==> src/rtl/frm_pkg.sv <==
package frm_pkg;

    // Number of cascaded accumulator stages in the noise shaper.
    localparam int MASH_ORDER = 3;

    // Signed offset from the carry combiner: the range is -3..+4.
    typedef logic signed [3:0] mash_ofs_t;

    // Extend a one-bit carry to the signed offset type.
    function automatic mash_ofs_t carry_ext(input logic c);
        return mash_ofs_t'({3'b000, c});
    endfunction

endpackage

==> src/rtl/dither_lfsr.sv <==
module dither_lfsr #(
    parameter int             W    = 23,
    parameter int             TAP  = 17,
    parameter logic [W-1:0]   SEED = 'h1ACE5
) (
    input  logic clk,
    input  logic rst_n,
    output logic dbit
);

    // A zero seed would lock the register; fall back to one.
    localparam logic [W-1:0] SEED_SAFE = (SEED == '0) ? {{(W-1){1'b0}}, 1'b1} : SEED;

    typedef struct packed {
        logic [W-1:0] sr;
    } lfsr_st_t;

    lfsr_st_t s_d, s_q;

    always_comb begin
        s_d    = s_q;
        s_d.sr = {s_q.sr[W-2:0], s_q.sr[W-1] ^ s_q.sr[TAP]};
    end

    always_ff @(posedge clk or negedge rst_n) begin
        if (!rst_n) begin
            s_q.sr <= SEED_SAFE;
        end else begin
            s_q <= s_d;
        end
    end

    // The dither bit is the value before this edge's shift.
    assign dbit = s_q.sr[W-1];

endmodule

==> src/rtl/mash_stage.sv <==
module mash_stage #(
    parameter int W = 23
) (
    input  logic         clk,
    input  logic         rst_n,
    input  logic [W:0]   in_val,
    output logic [W-1:0] acc_next,
    output logic         carry
);

    typedef struct packed {
        logic [W-1:0] acc;
    } stage_st_t;

    stage_st_t  s_d, s_q;
    logic [W:0] sum_w;

    always_comb begin
        s_d     = s_q;
        sum_w   = {1'b0, s_q.acc} + in_val;
        s_d.acc = sum_w[W-1:0];
    end

    always_ff @(posedge clk or negedge rst_n) begin
        if (!rst_n) begin
            s_q.acc <= '0;
        end else begin
            s_q <= s_d;
        end
    end

    assign acc_next = s_d.acc;
    assign carry    = sum_w[W];

endmodule

==> src/rtl/noise_combine.sv <==
module noise_combine
    import frm_pkg::*;
(
    input  logic                  clk,
    input  logic                  rst_n,
    input  logic [MASH_ORDER-1:0] cy,
    output mash_ofs_t             ofs
);

    typedef struct packed {
        logic c2_p;
        logic c3_p;
        logic c3_pp;
    } hist_st_t;

    hist_st_t s_d, s_q;

    always_comb begin
        s_d       = s_q;
        s_d.c2_p  = cy[1];
        s_d.c3_p  = cy[2];
        s_d.c3_pp = s_q.c3_p;
        // First difference on stage two, second difference on stage three.
        ofs = carry_ext(cy[0])
            + carry_ext(cy[1]) - carry_ext(s_q.c2_p)
            + carry_ext(cy[2]) - (carry_ext(s_q.c3_p) <<< 1) + carry_ext(s_q.c3_pp);
    end

    always_ff @(posedge clk or negedge rst_n) begin
        if (!rst_n) begin
            s_q <= '0;
        end else begin
            s_q <= s_d;
        end
    end

endmodule

==> src/rtl/frac_ratio_mod.sv <==
module frac_ratio_mod
    import frm_pkg::*;
#(
    parameter int                   INT_W     = 8,
    parameter int                   FRAC_W    = 24,
    parameter int                   LFSR_TAP  = 17,
    parameter logic [FRAC_W-2:0]    LFSR_SEED = 'h1ACE5
) (
    input  logic              clk,
    input  logic              rst_n,
    input  logic [INT_W-1:0]  int_word,
    input  logic [FRAC_W-1:0] frac_word,
    input  logic              dither_en,
    output logic [INT_W+1:0]  ratio
);

    localparam int ACC_W = FRAC_W - 1;
    localparam int OUT_W = INT_W + 2;

    typedef struct packed {
        logic [OUT_W-1:0] ratio;
    } top_st_t;

    top_st_t               s_d, s_q;
    logic                  dbit;
    logic [ACC_W:0]        stg_in  [MASH_ORDER];
    logic [ACC_W-1:0]      stg_acc [MASH_ORDER];
    logic [MASH_ORDER-1:0] stg_cy;
    mash_ofs_t             ofs;
    logic [OUT_W-1:0]      base_w;
    logic [OUT_W-1:0]      ofs_w;

    dither_lfsr #(
        .W    (ACC_W),
        .TAP  (LFSR_TAP),
        .SEED (LFSR_SEED)
    ) u_lfsr (
        .clk   (clk),
        .rst_n (rst_n),
        .dbit  (dbit)
    );

    for (genvar k = 0; k < MASH_ORDER; k++) begin : g_stage
        if (k == 0) begin : g_head
            assign stg_in[k] = {1'b0, frac_word[ACC_W-1:0]}
                             + {{ACC_W{1'b0}}, dither_en & dbit};
        end else begin : g_tail
            assign stg_in[k] = {1'b0, stg_acc[k-1]};
        end
        mash_stage #(
            .W (ACC_W)
        ) u_stage (
            .clk      (clk),
            .rst_n    (rst_n),
            .in_val   (stg_in[k]),
            .acc_next (stg_acc[k]),
            .carry    (stg_cy[k])
        );
    end

    noise_combine u_comb (
        .clk   (clk),
        .rst_n (rst_n),
        .cy    (stg_cy),
        .ofs   (ofs)
    );

    always_comb begin
        s_d      = s_q;
        base_w   = {1'b0, int_word, frac_word[FRAC_W-1]};
        ofs_w    = {{(OUT_W-4){ofs[3]}}, ofs};
        s_d.ratio = base_w + ofs_w;
    end

    always_ff @(posedge clk or negedge rst_n) begin
        if (!rst_n) begin
            s_q.ratio <= '0;
        end else begin
            s_q <= s_d;
        end
    end

    assign ratio = s_q.ratio;

endmodule

==> config.mk <==
export PLATFORM = sky130hd
export DESIGN_NAME = frac_ratio_mod
export DESIGN_NICKNAME = d
export VERILOG_FILES = /design/src/rtl/frm_pkg.sv /design/src/rtl/dither_lfsr.sv /design/src/rtl/mash_stage.sv /design/src/rtl/noise_combine.sv /design/src/rtl/frac_ratio_mod.sv
export SDC_FILE = /design/constraint.sdc
export NUM_CORES = 1
export LEC_CHECK = 0
export BUFFER_PORTS_ARGS = -buffer_cell sky130_fd_sc_hd__clkbuf_2
export CORE_MARGIN = 2
export CORE_UTILIZATION = 50
export CTS_BUF_LIST = sky130_fd_sc_hd__clkbuf_4
export CTS_CLUSTER_SIZE = 30
export DETAILED_ROUTE_END_ITERATION = 7
export PLACE_DENSITY = 0.75
export SLEW_MARGIN = 25
export SYNTH_ARGS = -nofsm -noshare
export SYNTH_HDL_FRONTEND = slang
export SYNTH_SLANG_ARGS = --single-unit
==> constraint.sdc <==
create_clock -name clk -period 10.5 [get_ports clk]
set_clock_uncertainty 0.1 [all_clocks]
set_input_delay 0.525 -clock clk [delete_from_list [all_inputs] [get_ports clk]]
set_output_delay 0.525 -clock clk [all_outputs]
set_load 0.005 [all_outputs]
======== Word level (Yosys, flattened, before mapping) ========
Cells that the tools add are included.
storage, ports and cells
  flip-flop bits (word level) ............. 105
  input bits .............................. 35
cells by class
  bitwise gates (word level) .............. 2
  $add $sub $neg .......................... 10
operators by type and width
  cell                       number
  adder 23 x 23 -> 24 bit    2
  adder 23 x 1 -> 24 bit     1
  adder 23 x 24 -> 24 bit    1
  adder 9 x 10 -> 10 bit     1
  adder 4 x 2 -> 4 bit       2
  subtractor 4 x 2 -> 4 bit  1
  subtractor 4 x 3 -> 4 bit  1
  adder 1 x 1 -> 2 bit       1
  AND 1 bit                  1
  XOR 1 bit                  1

======== Logic depth before layout (Yosys ltp) ========
Gate-level depths: netlist of the first run.
  depth in word-level cells ............... 10
  gate-level depth with buffers ........... 39

======== Hierarchy ========
A second synthesis of the first run with hierarchy kept.
second synthesis, totals
  cells, all modules ...................... 731
  area total of the unflattened synthesis .. 7293.2 um2
by module, submodules not included
  module                               seq. area each (um2)  area an instance (um2)  cells each  instances
  mash_stage (g_stage[0].u_stage ...)  575.6                 1776.7                  187         2
  mash_stage (g_stage[2].u_stage)      575.6                 1835.5                  194         1
  frac_ratio_mod                       250.2                 1064.8                  116         1
  dither_lfsr                          588.1                 596.8                   24          1
  noise_combine                        75.1                  242.7                   23          1

======== Least setup slack after synthesis of the first run ========
No wires, ideal clock.
  kind .................................... input to register
  start ................................... input port frac_word[0]
  end ..................................... register, netlist name ratio[8]
  arrival time ............................ 7.362 ns
  setup slack ............................. 2.958 ns
  stages .................................. 37
  library setup time ...................... 0.080 ns
  path through ............................ inv_1 > fa_1 > nor2b_1 > o2111ai_1 > and4b_1 > clkbuf_1 > a311oi_1 > or2_2 > a21oi_1 > xnor2_1 > ha_1 > a21oi_1 > o21ai_0 > a31oi_1 > o21ai_0 > or2_2 > clkbuf_1 > o311ai_1 > ha_1 > a21o_1 > a21o_1 > a21oi_1 > o21a_1 > ha_1 > inv_1 > fa_1 > ha_1 > inv_1 > ha_1 > inv_1 > ha_1 > a21o_1 > a22o_1 > a311oi_1 > nor3_1 > a31oi_1 > xnor2_1
RTL lines
  item             RTL line              source
  start, declared  frac_ratio_mod.sv:12  input logic [FRAC_W-1:0] frac_word,

==> implementation parameters, run 1 <==
Parameter                              Value

Worst setup path
  Worst-path fanout max    19
  Crit-path max cell delay    roughly 0.57 ns
  Startpoint-to-endpoint class of the critical path    flop to flop
  Highest-delay cell along the critical path    ha_1
  Most used cell, CP    ha_1
  Crit start category    flop
  Data required time at the worst endpoint    10.81 ns
  Kind of end point of the critical path    flop
  Worst Path Arrival    8.52 ns

Global routing
  Residual overflow from global routing    0
  First-pass GRT wire length    23,200 µm
  Vias in the first global route    5,079
  Met2 usage in global routing    32.5%
  Grt met3 use    2.49%
  All-Layer GR Usage    around 20%
  Maximum number of pins on one net before global-route repair    between 70 and 80
  Antenna violations before repair    1
  Global routing's busiest layer    met2
  Global routing usage on met1    27.0%

Cells and area
  Net total in the final layout    around 800
  Fraction of final layout cells with drive strength greater than 1    11.8%
  Area overhead of the layout relative to synthesis    8.51%

Clock tree
  Total clock sinks    ~110
  Clock slew at reported path FFs    0.16 ns
  Maximum number of buffers from clock root to sink    2
  Num CTS Buffers    9
  Clock Latency Late Sink    0.48 ns
  Cell at the root of the clock tree    clkbuf_4
  CTS tree    yes
  Post-CTS Setup Inserts    0
  Htree depth    3

Worst hold path
  Hold/Removal Path Class    input pin to flop

Drt
  Vias after detailed routing    slightly above 5,000
  Drt total wl    13,400 µm
  Antenna violation net count after detailed routing    0
  Per-cell routed wire length    15.2 µm
  DRC viols    0
  Iteration-0 DRC count of the detailed router    around 370
  Number of optimization iterations in the first detailed-route pass    5
  Vias per cell    around 5.8

STA
  Number of hold-slack violations in the final timing report    0
  Peak clock frequency supported by timing    approximately 120 MHz
  Slew HR    41.5%
  Slew at the pin closest to its max-slew limit    approximately 0.88 ns
  Setup repair after global routing missed its margin    false
  Final-report setup violation count    0
  TNS Setup    0 ns
  Final slew viol count    0
  Fraction of the cycle the final worst path needs    78.2%
  Shortest clock period the worst path allows after layout    8.21 ns

Outcome
  Run status    completed

Yosys
  Predominant post-synthesis flop cell    dfrtp_1
  Yosys cell types    63
  Synth warnings    0
  Asr flop ratio synth    100%
  Netlist area before placement    roughly 0.0066 mm²
  Post-synthesis sequential area ratio    39.9%
  Cell count after synthesis    between 600 and 700
  Avg Inst Size Synth    10.1 µm²
  FF+latch count, synth    105
  Number of enable-type register cells in the synthesized netlist    0
  Number of nets produced by synthesis    about 780

Floorplanning
  Area of the core    0.0131 mm²
  Row Count    42
  Horiz. Die Dim    119 µm
  Overall die area    0.0142 mm²
  Effective utilization at floorplan    between 50% and 60%
  Vertical extent of the die    119 µm
  Number of placed I/O pins    45

Run
  Maximum Capacitance Violations    0

Placement
  Global placement routability congestion    0.919
  Number of I/O port buffers    44
  DPL Wire Length    10,000 µm
## logic make-up after synthesis
logic type,share of synthesized area (%)
AOI/OAI and AO/OA,20.7
and+or+nand+nor,10.6
DFF,39.9
adders and majority gates,16.7
xor gates and xnor gates,8.87
buffers and inverters,2.91
muxes,0.303
## worst max-delay path, delay by kind of cell (launching register included)
family / cells / cell delay (ns)
xor+xnor: 2 / 0.35
flops: 1 / 0.42
buf+inv: 2 / 0.13
compound gates: 16 / 3.43
fa+ha+maj: 7 / 2.53
simple gates: 6 / 1.23
## routing by layer
| metal | vias up | share of wire (%) |
|---|---|---|
| met5 | - | 0 |
| met2 | 126 | 47 |
| met3 | 25 | 3.6 |
| met4 | 0 | 2.1 |
| met1 | 2435 | 48 |
| li1 | 2465 | - |
## Yosys cell counts, types with 3 or more instances
library cell / instances / area (µm²)
nand4_1: 10 / 62.6
a21o_1: 33 / 248
a31oi_1: 14 / 87.6
nor3_1: 7 / 35.0
and3_1: 11 / 68.8
dfstp_2: 10 / 263
a21oi_1: 54 / 270
o21bai_1: 5 / 37.5
xnor2_1: 47 / 412
o21a_1: 9 / 67.6
nand3_1: 12 / 60.1
dfrtp_1: 95 / 2380
and2_1: 5 / 31.3
clkbuf_1: 14 / 52.6
xor2_1: 20 / 175
nor2b_1: 7 / 43.8
o211ai_1: 6 / 45.0
nand2_1: 29 / 109
or2_2: 3 / 18.8
o21ai_0: 38 / 190
fa_1: 7 / 140
nor2_1: 43 / 161
a211oi_1: 15 / 113
ha_1: 77 / 963
inv_1: 34 / 128
nand2b_1: 3 / 18.8
## cells in the final DEF (no fill, tap or decap), types with 9 or more instances in the layout
| cell type | n |
|---|---|
| a211oi_1 | 15 |
| a21o_1 | 33 |
| a21oi_1 | 54 |
| a31oi_1 | 14 |
| and3_1 | 11 |
| clkbuf_2 | 43 |
| clkbuf_4 | 10 |
| dfrtp_1 | 95 |
| dfstp_2 | 10 |
| ha_1 | 77 |
| inv_1 | 34 |
| nand2_1 | 29 |
| nand3_1 | 12 |
| nand4_1 | 10 |
| nor2_1 | 43 |
| o21a_1 | 9 |
| o21ai_0 | 38 |
| xnor2_1 | 47 |
| xor2_1 | 20 |
## through the flow
step	area [µm²]	hold slack, ns	instances	setup slack, ns	utilization, %
finish	7180	0.173	878	2.29	54.8
global route	7180	0.142	878	1.48	54.8
CTS	7170	0.139	877	2.29	54.8
detailed placement	7000	0.238	860	2.10	53.5
global placement	7000	0.236	860	2.37	53.5
floorplan	6610	0.129	656	2.96	-
## what timing repair did
| action | 4_1_cts | 5_1_grt |
|---|---|---|
| hold buffers | 1 | 0 |
| hold endpoints to repair | 34 | 0 |
| gates resized for setup | 0 | 0 |
## layout make-up
type	instances	area [µm²]
antenna	1	2.50
clock buffer	10	75.1
clock inverter	6	90.1
fill	1141	5910
inverter	34	128
multi-input combinational	500	3780
sequential	105	2640
tap	176	220
timing repair buffer	46	240
## path summary, 6_finish.rpt
kind	start	to	slack (ns)	cells after the start
worst max-delay path	u_lfsr.s_q[22]	ratio[8]	2.29	33
max in group asynchronous	rst_n	u_lfsr.s_q[1]	8.62	3
worst max register to register	u_lfsr.s_q[22]	ratio[8]	2.29	33
min in group asynchronous	rst_n	ratio[9]	0.42	2
worst min-delay path	frac_word[23]	ratio[0]	0.17	2
worst min register to register	u_lfsr.s_q[3]	u_lfsr.s_q[4]	0.26	0
## state kept, by name (all words and copies together), names as in the netlist
| signal | flops |
|---|---|
| g_stage.u_stage.s_q | 69 |
| u_lfsr.s_q | 23 |
| ratio | 10 |
| u_comb.s_q | 2 |
| u_comb.s_d | 1 |
Power of run 1 is left out: the tool's default activity adds up to more than one toggle a clock period on the data nets, which glitch-free logic cannot reach.
==> run 2, diff against run 1 <==
--- a/config.mk
+++ b/config.mk
@@ -11,7 +11,7 @@
 export CTS_BUF_LIST = sky130_fd_sc_hd__clkbuf_4
 export CTS_CLUSTER_SIZE = 30
 export DETAILED_ROUTE_END_ITERATION = 7
-export PLACE_DENSITY = 0.75
+export PLACE_DENSITY = 0.78
 export SLEW_MARGIN = 25
 export SYNTH_ARGS = -nofsm -noshare
 export SYNTH_HDL_FRONTEND = slang
==> constraint.sdc (replaced) <==
create_clock -name clk -period 7 [get_ports clk]
set_clock_uncertainty 0.1 [all_clocks]
set_input_delay 0.35 -clock clk [delete_from_list [all_inputs] [get_ports clk]]
set_output_delay 0.35 -clock clk [all_outputs]
set_load 0.005 [all_outputs]
==> run 2 against run 1 <==
- non-clock buffer count is 172 higher
- critical path depth increased by 5
- flip-flop and latch count stayed put
- final cell count increased by 19%
- the run now ends with negative setup slack left
- via count is 19% higher
- first-iteration DRC count is 40% higher
- maximum frequency is 9.8% higher
- worst hold slack lost 0.11 ns
- critical endpoint unchanged
- register-to-register slack worse by 2.8 ns
- core utilization rose by 13 points
- cell area rose by 23%
==> implementation parameters, run 2 (synthesis results as in run 1) <==
Parameter                              Value

Outcome
  Run status    finished, violations left
  Failing checks    negative setup slack

Placement
  Placed standard-cell area    just under 0.008 mm²
  Global placement routability congestion    0.958
  Number of I/O port buffers    44
  DPL Wire Length    11,400 µm

Worst hold path
  Hold/Removal Path Class    input pin to flop

Worst setup path
  Worst Path Arrival    ~7.8 ns
  Source of the critical timing path    u_lfsr.s_q[22]
  Crit start category    flop
  Worst-path fanout max    4
  Crit-path max cell delay    0.51 ns
  Critical register-to-register path startpoint    u_lfsr.s_q[22]
  Critical register-to-register path endpoint    ratio[8]
  Reg-to-reg slack, setup    -0.48 ns
  Kind of end point of the critical path    flop
  Highest-delay cell along the critical path    fa_1
  Data required time at the worst endpoint    7.32 ns
  R2R depth    38
  Capture point of the critical path    ratio[8]
  Startpoint-to-endpoint class of the critical path    flop to flop

Drt
  Vias per cell    5.75
  Per-cell routed wire length    17.3 µm
  Number of optimization iterations in the first detailed-route pass    5
  Antenna violation net count after detailed routing    0
  Drt total wl    between 15,000 and 20,000 µm
  Vias after detailed routing    6,031
  DRC viols    0
  Iteration-0 DRC count of the detailed router    513

Floorplanning
  Horiz. Die Dim    119 µm
  Row Count    42
  Overall die area    roughly 0.014 mm²
  Number of placed I/O pins    45
  Effective utilization at floorplan    50.5%
  Area of the core    between 0.01 and 0.015 mm²
  Vertical extent of the die    around 120 µm

Global routing
  Vias in the first global route    roughly 6,300
  Antenna violations before repair    0
  Maximum number of pins on one net before global-route repair    68
  First-pass GRT wire length    28,900 µm
  All-Layer GR Usage    25.4%
  Residual overflow from global routing    0

Cells and area
  Layout fillers    941
  Top library cells by usage in the layout, fill and taps aside    buf_4, dfrtp_1, ha_1
  Fraction of final layout cells with drive strength greater than 1    between 30% and 40%
  Area overhead of the layout relative to synthesis    33.4%
  Number of antenna cells inserted    0
  Biggest registers after layout    g_stage.u_stage.s_q (69), u_lfsr.s_q (23), ratio (10)
  Post-route design area    0.00882 mm²
  Most frequent standard cell in the layout excluding fill and tap cells    buf_4
  Max FFs per register    69
  Most flops, register    g_stage.u_stage.s_q
  Net total in the final layout    987

STA
  Shortest clock period the worst path allows after layout    7.48 ns
  Slew HR    between 40% and 50%
  TNS Setup    -2.01 ns
  Smallest hold slack    0.0649 ns
  Setup repair after global routing missed its margin    true
  Fraction of the cycle the final worst path needs    107%
  Peak clock frequency supported by timing    134 MHz
  Slew at the pin closest to its max-slew limit    0.896 ns
  Number of hold-slack violations in the final timing report    0
  Final slew viol count    0
  Final-report setup violation count    6
  Min setup slack post-route    -0.479 ns

Clock tree
  Clock slew at reported path FFs    0.15 ns
  Maximum number of buffers from clock root to sink    2
  Htree depth    3
  Total clock sinks    105
  Num CTS Buffers    9
  Clock Latency Late Sink    0.50 ns
  Cell at the root of the clock tree    clkbuf_4
  CTS tree    yes

Run
  Maximum Capacitance Violations    0
[run 2: worst max-delay path, delay by kind of cell (launching register included)]
| kind | cells | cell delay, ns |
|---|---|---|
| compound gates | 16 | 2.87 |
| xor+xnor | 3 | 0.56 |
| fa+ha+maj | 9 | 2.72 |
| buf+inv | 4 | 0.28 |
| flops | 1 | 0.40 |
| simple gates | 6 | 0.47 |
[run 2: how the worst min path moves through the flow]
stage | start | slack [ns] | to | cells past startpoint
2_1_floorplan | rst_n | -0.05 | g_stage[0].u_stage.s_q[0] | 0
3_3_place_gp | rst_n | 0.23 | u_lfsr.s_q[1] | 1
3_5_place_dp | rst_n | 0.23 | u_lfsr.s_q[18] | 1
4_1_cts | int_word[5] | 0.009 | ratio[6] | 2
5_1_grt | int_word[5] | 0.06 | ratio[6] | 2
6_report | int_word[5] | 0.06 | ratio[6] | 2
[run 2: repair_timing]
| action | in CTS | in global routing |
|---|---|---|
| endpoints found under the setup margin | 6 | 9 |
| resized for setup | 27 | 46 |
| pin swaps | 21 | 29 |
| setup buffers | 48 | 24 |
| hold buffers | 4 | 0 |
| hold endpoints to repair | 41 | 0 |
[run 2: through the flow]
step | setup slack (ns) | cells | util (%)
finish | -0.479 | 1049 | 67.4
global route | -0.828 | 1049 | 67.4
CTS | -0.333 | 1034 | 64.7
detailed placement | -0.530 | 966 | 60.1
global placement | -0.272 | 966 | 60.1
floorplan | 0.0179 | 656 | -
[run 2: metal layers]
metal	GRT usage, %	vias up	part of all wire, %	wire (µm)
met2	43.4	243	49	8880
met5	0	-	0	0
li1	-	2807	-	-
met3	4.21	81	4.8	868
met4	14.6	0	4.8	869
met1	30.4	2900	41	7480
[run 2: layout make-up]
type                    instances  area [µm²]  share of cell area [%]
repair buffers                218        1600                    18.1
clock buffers                  11        82.6                   0.936
multi-input cells             500        4120                    46.7
flip-flops and latches        105        2640                    29.9
inverters                      34         128                    1.45
clock inverters                 5        32.5                   0.369
well taps                     176         220                    2.50
Power of run 2 is left out for the same reason.
==> run 3, diff against run 2 <==
--- a/config.mk
+++ b/config.mk
@@ -11,8 +11,9 @@
 export CTS_BUF_LIST = sky130_fd_sc_hd__clkbuf_4
 export CTS_CLUSTER_SIZE = 30
 export DETAILED_ROUTE_END_ITERATION = 7
-export PLACE_DENSITY = 0.78
+export PLACE_DENSITY = 0.77
 export SLEW_MARGIN = 25
 export SYNTH_ARGS = -nofsm -noshare
 export SYNTH_HDL_FRONTEND = slang
+export SYNTH_HIERARCHICAL = 1
 export SYNTH_SLANG_ARGS = --single-unit
==> run 3 against run 2 <==
- the flow still finishes with violations (negative setup slack)
- final cell count is 16% higher
- worst setup slack got worse by 1.1 ns
- maximum frequency down 12%
- register-to-register slack worse by 1.1 ns
- non-clock buffer count increased by 76
- die area is 9.9% higher
- core utilization up 6.1 points
- first-iteration DRC count increased by 92%
- critical endpoint is now ratio[9]
- highest routed layer is now met5
==> implementation parameters, run 3 <==
Parameter                              Value

Cells and area
  Fraction of final layout cells with drive strength greater than 1    43.4%
  Most frequent standard cell in the layout excluding fill and tap cells    buf_4
  Net total in the final layout    1,151
  Most flops, register    g_stage.u_stage/s_q
  Area of the multi-input gates    0.00525 mm²
  Max FFs per register    69
  Final core utilization    73.5%
  Area overhead of the layout relative to synthesis    44.8%
  Biggest registers after layout    g_stage.u_stage/s_q (69), u_lfsr/s_q (23), ratio (10)
  Number of standard cells in the final layout excluding fillers    1,214
  Top library cells by usage in the layout, fill and taps aside    buf_4, dfrtp_1, ha_1
  Layout fillers    760
  Register area    0.00264 mm²

Worst setup path
  CP Buf/Inv Count    4
  R2R depth    35
  Worst-path fanout max    6
  Source of the critical timing path    u_lfsr/s_q[22]
  Data required time at the worst endpoint    7.30 ns
  Stages on the worst setup path    35
  Capture point of the critical path    ratio[9]
  Critical register-to-register path startpoint    u_lfsr/s_q[22]
  Most used cell, CP    ha_4
  Crit-path max cell delay    0.45 ns
  Highest-delay cell along the critical path    a221o_1
  Worst Path Arrival    just under 9 ns
  Reg-to-reg slack, setup    -1.53 ns
  Startpoint-to-endpoint class of the critical path    flop to flop
  Kind of end point of the critical path    flop
  Crit start category    flop
  Critical register-to-register path endpoint    ratio[9]
  Largest delay contributor family on the critical path    compound AO/OA/AOI/OAI gates

STA
  Shortest clock period the worst path allows after layout    8.53 ns
  Final slew viol count    0
  Peak clock frequency supported by timing    between 100 and 150 MHz
  Fraction of the cycle the final worst path needs    122%
  Slew at the pin closest to its max-slew limit    0.707 ns
  Number of hold-slack violations in the final timing report    0
  Final-report setup violation count    11
  Setup repair after global routing missed its margin    true
  TNS Setup    -10.99 ns
  Min setup slack post-route    -1.53 ns
  Slew HR    roughly 53%
  Smallest hold slack    0.130 ns

Yosys
  Cell types with the highest counts after synthesis    dfrtp_1, ha_1, a21oi_1, xnor2_1, nand2_1
  Yosys cell types    66
  Largest area contributor in the netlist    dfrtp_1
  Cell with the most instances after synthesis    dfrtp_1
  Cell types with the largest area share after synthesis    dfrtp_1, ha_1, xnor2_1, a21oi_1, xor2_1
  Cell count after synthesis    between 700 and 800
  Synth warnings    6
  Number of enable-type register cells in the synthesized netlist    0
  Predominant post-synthesis flop cell    dfrtp_1
  Netlist area before placement    approximately 0.0073 mm²
  Asr flop ratio synth    100%
  Fraction of post-synthesis cell area in the top cell type by area    32.6%
  Avg Inst Size Synth    ~10 µm²
  FF+latch count, synth    105
  Post-synthesis sequential area ratio    36.2%

Floorplanning
  Area of the core    about 0.014 mm²
  Vertical extent of the die    ~120 µm
  Row Count    44
  Horiz. Die Dim    125 µm
  Number of placed I/O pins    between 40 and 50
  Overall die area    0.0156 mm²
  Effective utilization at floorplan    between 50 and 60%

Placement
  Global placement routability congestion    0.908
  Number of I/O port buffers    44
  DPL Wire Length    13,600 µm
  Number of cells after detailed placement    between 1,000 and 1,500

Global routing
  Maximum number of pins on one net before global-route repair    55
  All-Layer GR Usage    26.9%
  Vias in the first global route    7,153
  First-pass GRT wire length    34,200 µm
  Residual overflow from global routing    0
  Antenna violations before repair    1

Outcome
  Run status    finished, violations left
  Failing checks    negative setup slack

Drt
  Iteration-0 DRC count of the detailed router    984
  DRC viols    0
  Number of optimization iterations in the first detailed-route pass    7
  Per-cell routed wire length    24.5 µm
  Antenna violation net count after detailed routing    0
  Vias per cell    6.68
  Vias after detailed routing    about 8,100
  Drt total wl    29,800 µm

Clock tree
  Htree depth    3
  Total clock sinks    105
  Cell at the root of the clock tree    clkbuf_4
  CTS tree    yes
  Num CTS Buffers    9
  Maximum number of buffers from clock root to sink    2
  Clock Latency Late Sink    0.51 ns
  Clock slew at reported path FFs    0.21 ns

Run
  Maximum Capacitance Violations    0

Worst hold path
  Hold/Removal Path Class    input pin to flop
-- run 3: cells by family (layout without fill, tap and decap cells) --
group / count (synthesis) / count (layout) / synth area share [%]
AOI/OAI and AO/OA: 210 / 210 / 19.8
xor gates and xnor gates: 93 / 93 / 11.2
adders and majority gates: 92 / 92 / 16.4
buffers and inverters: 45 / 342 / 2.76
DFF: 105 / 105 / 36.2
muxes: 1 / 1 / 0.137
other: 1 / 3 / 0.0514
and+or+nand+nor: 184 / 184 / 13.4
-- run 3: area by class of cell --
cell class	instances	share of cell area, %
flip-flops and latches	105	25.0
multi-input cells	582	49.7
repair buffers	294	20.5
diodes	1	0.0237
clock inverters	7	0.888
well taps	184	2.18
clock buffers	9	0.640
inverters	32	1.16
-- run 3: metal layers --
metal  up-vias  global-route usage (%)  routed length (µm)
met5         -                       0                  14
li1       3257                       -                   -
met1      3798                    33.5               10100
met3       316                    3.61                2970
met4         2                    12.6                3110
met2       733                    46.3               13500
-- run 3: what timing repair did --
item / 4_1_cts / 5_1_grt
hold endpoints to repair: 46 / 0
endpoints found under the setup margin: 9 / 11
resized for setup: 39 / 100
pin swaps: 52 / 110
hold buffers: 2 / 0
buffers inserted: 32 / 29
-- run 3: how the worst min path moves through the flow --
stage               depth (start not counted)                   endpoint  slack [ns]           start
CTS                                         3                   ratio[8]         0.1     int_word[7]
floorplan                                   0  g_stage[0].u_stage/s_q[0]       -0.05           rst_n
global placement                            0             u_lfsr/s_q[21]        0.23  u_lfsr/s_q[20]
global route                                3                   ratio[8]        0.11     int_word[7]
finish                                      3                   ratio[8]        0.13     int_word[7]
detailed placement                          0             u_lfsr/s_q[22]        0.24  u_lfsr/s_q[21]
-- run 3: per-stage QoR --
step	area, µm²	setup slack [ns]
2_1_floorplan	7380	0.00217
3_3_place_gp	9220	-0.678
3_5_place_dp	9220	-0.878
4_1_cts	9820	-0.678
5_1_grt	10600	-1.65
6_report	10600	-1.53
-- run 3: worst reg2reg max path: cells and delay by family (launching register included) --
kind / cells / cell delay [ns]
AOI/OAI and AO/OA: 15 / 3.52
xor gates and xnor gates: 5 / 1.39
adders and majority gates: 7 / 1.89
buffers and inverters: 4 / 0.53
DFF: 1 / 0.43
and+or+nand+nor: 4 / 0.59
Power of run 3 is left out for the same reason.
